<file path="src/rtl/cfg_i2c_pkg.sv">
package cfg_i2c_pkg;
  typedef enum logic [2:0] {
    ST_IDLE,
    ST_ADDR,
    ST_ACK_A,
    ST_RX,
    ST_ACK_RX,
    ST_TX,
    ST_MACK
  } st_e;

  localparam logic [7:0] PAST_END_BYTE = 8'hFF;
endpackage

</file>
<file path="src/rtl/i2c_line_events.sv">
module i2c_line_events (
  input  logic clk,
  input  logic rst_n,
  input  logic scl_i,
  input  logic sda_i,
  output logic scl_rise,
  output logic scl_fall,
  output logic start_det,
  output logic stop_det
);
  logic scl_q, sda_q;

  always_ff @(posedge clk or negedge rst_n) begin
    if (!rst_n) begin
      scl_q <= 1'b1;
      sda_q <= 1'b1;
    end else begin
      scl_q <= scl_i;
      sda_q <= sda_i;
    end
  end

  assign scl_rise  = scl_i & ~scl_q;
  assign scl_fall  = ~scl_i & scl_q;
  // SDA edges while SCL is held high mark bus conditions
  assign start_det = scl_i & scl_q & sda_q & ~sda_i;
  assign stop_det  = scl_i & scl_q & ~sda_q & sda_i;
endmodule

</file>
<file path="src/rtl/cfg_reg_bank.sv">
module cfg_reg_bank #(
  parameter int NUM_REGS = 6,
  parameter int PTR_W    = 4
) (
  input  logic                  clk,
  input  logic                  rst_n,
  input  logic                  wr_en,
  input  logic [PTR_W-1:0]      wr_idx,
  input  logic [7:0]            wr_data,
  output logic [NUM_REGS*8-1:0] cfg_o
);
  for (genvar g = 0; g < NUM_REGS; g++) begin : g_reg
    localparam logic [7:0] RST_VAL = (g == 0) ? 8'h00 : 8'hFF;
    logic [7:0] val_q;
    logic       ld;

    assign ld = wr_en && (wr_idx == PTR_W'(g));

    always_ff @(posedge clk or negedge rst_n) begin
      if (!rst_n)  val_q <= RST_VAL;
      else if (ld) val_q <= wr_data;
    end

    assign cfg_o[g*8 +: 8] = val_q;
  end
endmodule

</file>
<file path="src/rtl/i2c_proto_fsm.sv">
module i2c_proto_fsm
  import cfg_i2c_pkg::*;
#(
  parameter int         NUM_REGS = 6,
  parameter int         PTR_W    = 4,
  parameter logic [6:0] DEV_ADDR = 7'h69
) (
  input  logic                  clk,
  input  logic                  rst_n,
  input  logic                  sda_i,
  input  logic                  scl_rise,
  input  logic                  scl_fall,
  input  logic                  start_det,
  input  logic                  stop_det,
  input  logic [NUM_REGS*8-1:0] cfg_i,
  output logic                  sda_oe,
  output logic                  wr_en,
  output logic [PTR_W-1:0]      wr_idx,
  output logic [7:0]            wr_data
);
  localparam logic [PTR_W-1:0] DUMMY_N = PTR_W'(2);
  localparam logic [PTR_W-1:0] WR_SAT  = PTR_W'(NUM_REGS + 2);
  localparam logic [PTR_W-1:0] RD_SAT  = PTR_W'(NUM_REGS);

  st_e              state_q, state_d;
  logic [3:0]       bit_q, bit_d;
  logic [7:0]       shift_q, shift_d;
  logic             rw_q, rw_d;
  logic             nack_q, nack_d;
  logic [PTR_W-1:0] ptr_q, ptr_d;
  logic [7:0]       rd_byte;

  always_comb begin
    rd_byte = PAST_END_BYTE;
    for (int k = 0; k < NUM_REGS; k++)
      if (ptr_q == PTR_W'(k)) rd_byte = cfg_i[k*8 +: 8];
  end

  always_comb begin
    state_d = state_q;
    bit_d   = bit_q;
    shift_d = shift_q;
    rw_d    = rw_q;
    nack_d  = nack_q;
    ptr_d   = ptr_q;
    wr_en   = 1'b0;
    wr_idx  = ptr_q - DUMMY_N;
    wr_data = shift_q;
    if (start_det) begin
      state_d = ST_ADDR;
      bit_d   = 4'd0;
    end else if (stop_det) begin
      state_d = ST_IDLE;
    end else begin
      case (state_q)
        ST_ADDR, ST_RX: begin
          if (scl_rise && bit_q != 4'd8) begin
            shift_d = {shift_q[6:0], sda_i};
            bit_d   = bit_q + 4'd1;
          end else if (scl_fall && bit_q == 4'd8) begin
            bit_d = 4'd0;
            if (state_q == ST_ADDR) begin
              if (shift_q[7:1] == DEV_ADDR) begin
                state_d = ST_ACK_A;
                rw_d    = shift_q[0];
              end else begin
                state_d = ST_IDLE;
              end
            end else begin
              state_d = ST_ACK_RX;
              wr_en   = (ptr_q >= DUMMY_N) && (ptr_q < WR_SAT);
              if (ptr_q != WR_SAT) ptr_d = ptr_q + PTR_W'(1);
            end
          end
        end
        ST_ACK_A: if (scl_fall) begin
          ptr_d = '0;
          bit_d = 4'd0;
          if (rw_q) begin
            state_d = ST_TX;
            shift_d = 8'(NUM_REGS);
          end else begin
            state_d = ST_RX;
          end
        end
        ST_ACK_RX: if (scl_fall) state_d = ST_RX;
        ST_TX: if (scl_fall) begin
          if (bit_q == 4'd7) begin
            state_d = ST_MACK;
            bit_d   = 4'd0;
          end else begin
            shift_d = {shift_q[6:0], 1'b0};
            bit_d   = bit_q + 4'd1;
          end
        end
        ST_MACK: begin
          if (scl_rise) begin
            nack_d = sda_i;
          end else if (scl_fall) begin
            if (nack_q) begin
              state_d = ST_IDLE;
            end else begin
              state_d = ST_TX;
              shift_d = rd_byte;
              if (ptr_q != RD_SAT) ptr_d = ptr_q + PTR_W'(1);
            end
          end
        end
        default: ;
      endcase
    end
  end

  always_ff @(posedge clk or negedge rst_n) begin
    if (!rst_n) begin
      state_q <= ST_IDLE;
      bit_q   <= 4'd0;
      shift_q <= 8'h00;
      rw_q    <= 1'b0;
      nack_q  <= 1'b0;
      ptr_q   <= '0;
    end else begin
      state_q <= state_d;
      bit_q   <= bit_d;
      shift_q <= shift_d;
      rw_q    <= rw_d;
      nack_q  <= nack_d;
      ptr_q   <= ptr_d;
    end
  end

  assign sda_oe = (state_q == ST_ACK_A) || (state_q == ST_ACK_RX) ||
                  ((state_q == ST_TX) && !shift_q[7]);
endmodule

</file>
<file path="src/rtl/cfg_i2c_slave.sv">
module cfg_i2c_slave #(
  parameter int         NUM_REGS = 6,
  parameter logic [6:0] DEV_ADDR = 7'h69
) (
  input  logic                  clk,
  input  logic                  rst_n,
  input  logic                  scl_i,
  input  logic                  sda_i,
  output logic                  sda_oe,
  output logic [NUM_REGS*8-1:0] cfg_o
);
  localparam int PTR_W = $clog2(NUM_REGS + 3);

  logic [1:0]       rst_sync_q;
  logic             rst_int_n;
  logic             scl_rise, scl_fall, start_det, stop_det;
  logic             wr_en;
  logic [PTR_W-1:0] wr_idx;
  logic [7:0]       wr_data;

  always_ff @(posedge clk or negedge rst_n) begin
    if (!rst_n) rst_sync_q <= 2'b00;
    else        rst_sync_q <= {rst_sync_q[0], 1'b1};
  end
  assign rst_int_n = rst_sync_q[1];

  i2c_line_events u_evt (
    .clk(clk), .rst_n(rst_int_n), .scl_i(scl_i), .sda_i(sda_i),
    .scl_rise(scl_rise), .scl_fall(scl_fall),
    .start_det(start_det), .stop_det(stop_det)
  );

  i2c_proto_fsm #(.NUM_REGS(NUM_REGS), .PTR_W(PTR_W), .DEV_ADDR(DEV_ADDR)) u_fsm (
    .clk(clk), .rst_n(rst_int_n), .sda_i(sda_i),
    .scl_rise(scl_rise), .scl_fall(scl_fall),
    .start_det(start_det), .stop_det(stop_det),
    .cfg_i(cfg_o), .sda_oe(sda_oe),
    .wr_en(wr_en), .wr_idx(wr_idx), .wr_data(wr_data)
  );

  cfg_reg_bank #(.NUM_REGS(NUM_REGS), .PTR_W(PTR_W)) u_bank (
    .clk(clk), .rst_n(rst_int_n), .wr_en(wr_en), .wr_idx(wr_idx),
    .wr_data(wr_data), .cfg_o(cfg_o)
  );
endmodule

</file>
<file path="config.mk">
export PLATFORM = sky130hd
export DESIGN_NAME = cfg_i2c_slave
export DESIGN_NICKNAME = d
export VERILOG_FILES = /design/src/rtl/cfg_i2c_pkg.sv /design/src/rtl/i2c_line_events.sv /design/src/rtl/cfg_reg_bank.sv /design/src/rtl/i2c_proto_fsm.sv /design/src/rtl/cfg_i2c_slave.sv
export SDC_FILE = /design/constraint.sdc
export NUM_CORES = 1
export LEC_CHECK = 0
export ABC_AREA = 0
export BUFFER_PORTS_ARGS = -buffer_cell sky130_fd_sc_hd__clkbuf_2
export CAP_MARGIN = 15
export CORE_MARGIN = 2
export CORE_UTILIZATION = 30
export DETAILED_ROUTE_END_ITERATION = 8
export HOLD_SLACK_MARGIN = 0.02
export PLACE_DENSITY = 0.58
export REMOVE_ABC_BUFFERS = 1
export SETUP_SLACK_MARGIN = 0.3
export SLEW_MARGIN = 5
export SYNTH_ARGS = -nofsm -noshare
export SYNTH_HDL_FRONTEND = slang
export SYNTH_HIERARCHICAL = 1
export SYNTH_SLANG_ARGS = --single-unit
</file>
<file path="constraint.sdc">
create_clock -name clk -period 4.3 [get_ports clk]
set_clock_uncertainty 0.2 [all_clocks]
set_input_delay 0.215 -clock clk [delete_from_list [all_inputs] [get_ports clk]]
set_output_delay 0.215 -clock clk [all_outputs]
set_load 0.1 [all_outputs]
</file>
==> impl_metrics.tcl <==
set metrics [dict create \
    status "complete, no violations" \
    synthArstFlopShare_pct 100 \
    multi_input_area_um2 2150 \
    min_period_ns 3.67 \
    drive_gt1_share_pct 40.5 \
    num-fill-cells 1421 \
    die_area_um2 14900 \
    critical_path_class "in -> reg" \
    grt_pass1_wl_um 18700 \
    cts_sinks 73 \
    switching_share_pct 43.2 \
    ys.flop_type "dfstp_2" \
    antenna_cells 0 \
    grt_overflow_total 0 \
    final_cell_count_no_fill 629 \
    hp-class "reg -> reg" \
    grt_max_degree 44 \
    htree_levels 3 \
    path_cells "dlygate4sd3_1, clkbuf_2, nor2b_1, nand4b_1, or3_1, nor4_1, nor3b_4, and3b_1, mux2_2" \
    dp.final_hpwl_um 8200 \
    yosysSeqAreaShare_pct 44.9 \
    slowest_stage "dlygate4sd3_1" \
    synth_warnings 6 \
    cts_buffer_depth 2 \
    area_delta_synth_final_pct 18.7 \
    rows 43 \
    seq_power_share_pct 33.8 \
    drv_cap 0 \
    vias 3416 \
    clk_latency_ns 0.34 \
    synth.distinct_cells 65 \
    grt_pass1_vias 3332 \
    cts_root_buf "clkbuf_16" \
    timing.final.hold_violations 0 \
    worstPathRequired_ns 4.37 \
    cts_inserted_buffers 9 \
    p_leak_nw 2.21 \
    die_w_um 122 \
    ant_nets 0 \
    worstSetupStartpointType "primary input" \
    rsz0062_at_grt "false" \
    avgViaCountPerCell 5.43 \
    routed_wl_um 11800 \
    drt_iter0_drc 302 \
    switchingPower_mw 1.25 \
    cts_tree "done" \
    postSynthCellCount 391 \
    track_usage_pct 16.4 \
    core_region_area_um2 13800 \
    synth_area_um2 4180 \
    end_kind "flop" \
    die_h_um 122 \
    ys_ff_latch 73 \
    vdd_ir_drop_max_v 0.000279 \
    finalMaxSlewViolations 0 \
    io_pins 53 \
    gp_congestion 0.830 \
    tns_ns 0 \
    cts.clk_slew.worst_paths_ns 0.06 \
    worstPathMaxFanout 8 \
    synth.avg_cell_area_um2 10.7 \
    port_buffers 52 \
    fin_nets 457 \
    cts_hold_buf 4 \
    start_util_pct 30.4 \
    finalCritPeriodShare_pct 85.4 \
    antenna_found_initial 0 \
    p_per_area_nw_per_um2 583 \
    cts.repair.resized 0 \
    slowest_delay_ns 0.55 \
    combPwrFrac_pct 39.2 \
    p_int_mw 1.64 \
    setup-violations-final 0 \
    cp_data_arrival_time_ns 3.74 \
    fmax_ghz 0.272 \
    synth_edf_count 0 \
    clkPwrFrac_pct 27.0 \
    routedWlPerCell_um 18.7 \
    slew_headroom_pct 38.9 \
    worst_pin_slew_ns 0.916 \
    drcViolationCount 0 \
    drtPass1Iterations 5 \
    cts_setup_buffers 0 \
    numPlacedInstances 609 \
    regArea_um2 1880 \
]
cells by family after synthesis:
logic type,count (synthesis),share of synthesized area [%]
compound gates,121,19.3
buf+inv,34,3.59
mux,51,14.4
flops,73,44.9
other cells,1,0.0897
xor+xnor,1,0.209
fa+ha+maj,9,2.69
simple gates,101,14.8
layout make-up:
| class | instances | share of cell area (%) |
|---|---|---|
| clock buffer | 10 | 4.81 |
| timing repair buffer | 61 | 6.80 |
| tap | 180 | 4.54 |
| sequential | 73 | 37.9 |
| multi-input combinational | 284 | 43.4 |
| clock inverter | 6 | 1.46 |
| inverter | 15 | 1.13 |
registers in the layout, indices dropped and copies added, names as in the netlist:
| register | flops |
|---|---|
| rst_sync_q | 2 |
| u_bank/g.val_q | 48 |
| u_evt/scl_q | 1 |
| u_evt/sda_q | 1 |
| u_fsm/bit_q | 4 |
| u_fsm/nack_q | 1 |
| u_fsm/ptr_q | 4 |
| u_fsm/rw_q | 1 |
| u_fsm/state_q | 3 |
| u_fsm/wr_data | 8 |
power by group through the flow:
stage               Sequential [mW]  Combinational (mW)  Clock, mW
floorplan                     0.936               0.778          0
global placement              0.981                1.08          0
detailed placement            0.987                1.10          0
CTS                           0.975                1.12      0.800
global route                  0.999                1.24      0.829
finish                        0.978                1.13      0.780
per-stage QoR:
stage               setup WS (ns)  power (mW)  utilization [%]  hold slack (ns)  cell area, um2
finish                      0.627        2.89             36.0            0.157            4960
global route                0.416        3.06             36.0            0.169            4960
CTS                         0.685        2.89             36.0            0.160            4960
detailed placement          0.742        2.09             33.5           -0.199            4610
global placement            0.802        2.06             33.5           -0.200            4610
floorplan                    1.14        1.71                -           -0.281            4090
critical path, delay by kind of cell:
kind,cells,cell delay (ns)
buf+inv,2,0.69
mux,1,0.39
simple gates,6,2.44
placed cells by master (no fill, tap or decap), types with 11 or more instances in the layout:
cell type,n
a21oi_1,21
nor2_1,19
dfstp_2,42
o22ai_1,11
inv_1,15
nand2_1,25
o21ai_0,34
dfrtp_1,30
mux2_2,41
clkbuf_2,52
synthesized netlist by cell type, types with 2 or more instances:
master	instances	share of area, %
buf_2	6	0.72
and2_1	2	0.30
mux2_4	8	2.9
nor2b_1	5	0.75
nand2b_1	7	1.0
nand4b_1	3	0.63
a21o_1	2	0.36
o211ai_1	3	0.54
nand3_1	5	0.60
or3_1	3	0.45
nor3b_4	2	0.90
nor3b_1	2	0.36
a31o_2	2	0.42
buf_4	2	0.36
dfstp_2	42	26
inv_1	15	1.3
o221ai_1	6	1.3
ha_1	9	2.7
o22ai_1	11	1.6
a31oi_1	9	1.3
or4b_1	2	0.48
nand3b_1	4	0.72
o32ai_1	4	0.84
or2_2	4	0.60
dfrtp_1	31	19
nor2_1	19	1.7
a21oi_1	21	2.5
and4b_1	4	0.96
nor3_1	4	0.48
o2bb2ai_1	4	0.84
o211a_1	3	0.72
nand2_1	25	2.2
mux2_2	41	11
a21boi_0	2	0.36
o21a_1	5	0.90
clkbuf_1	10	0.90
o21ai_0	34	4.1
and3b_1	3	0.63
final timing paths:
kind                                from                       end  slack (ns)  depth (start not counted)
setup / recovery                   scl_i  u_bank/g_reg[2].val_q[2]        0.63                          9
max in group asynchronous  rst_sync_q[1]               u_evt/sda_q        2.73                          1
hold reg to reg            rst_sync_q[0]             rst_sync_q[1]        0.16                          0
hold / removal             rst_sync_q[0]             rst_sync_q[1]        0.16                          0
setup reg to reg             u_evt/scl_q  u_bank/g_reg[2].val_q[2]        0.64                          7
min in group asynchronous  rst_sync_q[1]          u_fsm/wr_data[3]        0.21                          0
per-layer routing:
metal | vias to the layer above | part of all wire, % | global-route usage [%]
met5 | - | 0 | 0
met4 | 0 | 2.2 | 5.60
met3 | 27 | 6.1 | 3.28
met2 | 130 | 50 | 27.1
met1 | 1690 | 42 | 21.5
li1 | 1569 | - | -
Power figures use the tool's default switching activity.
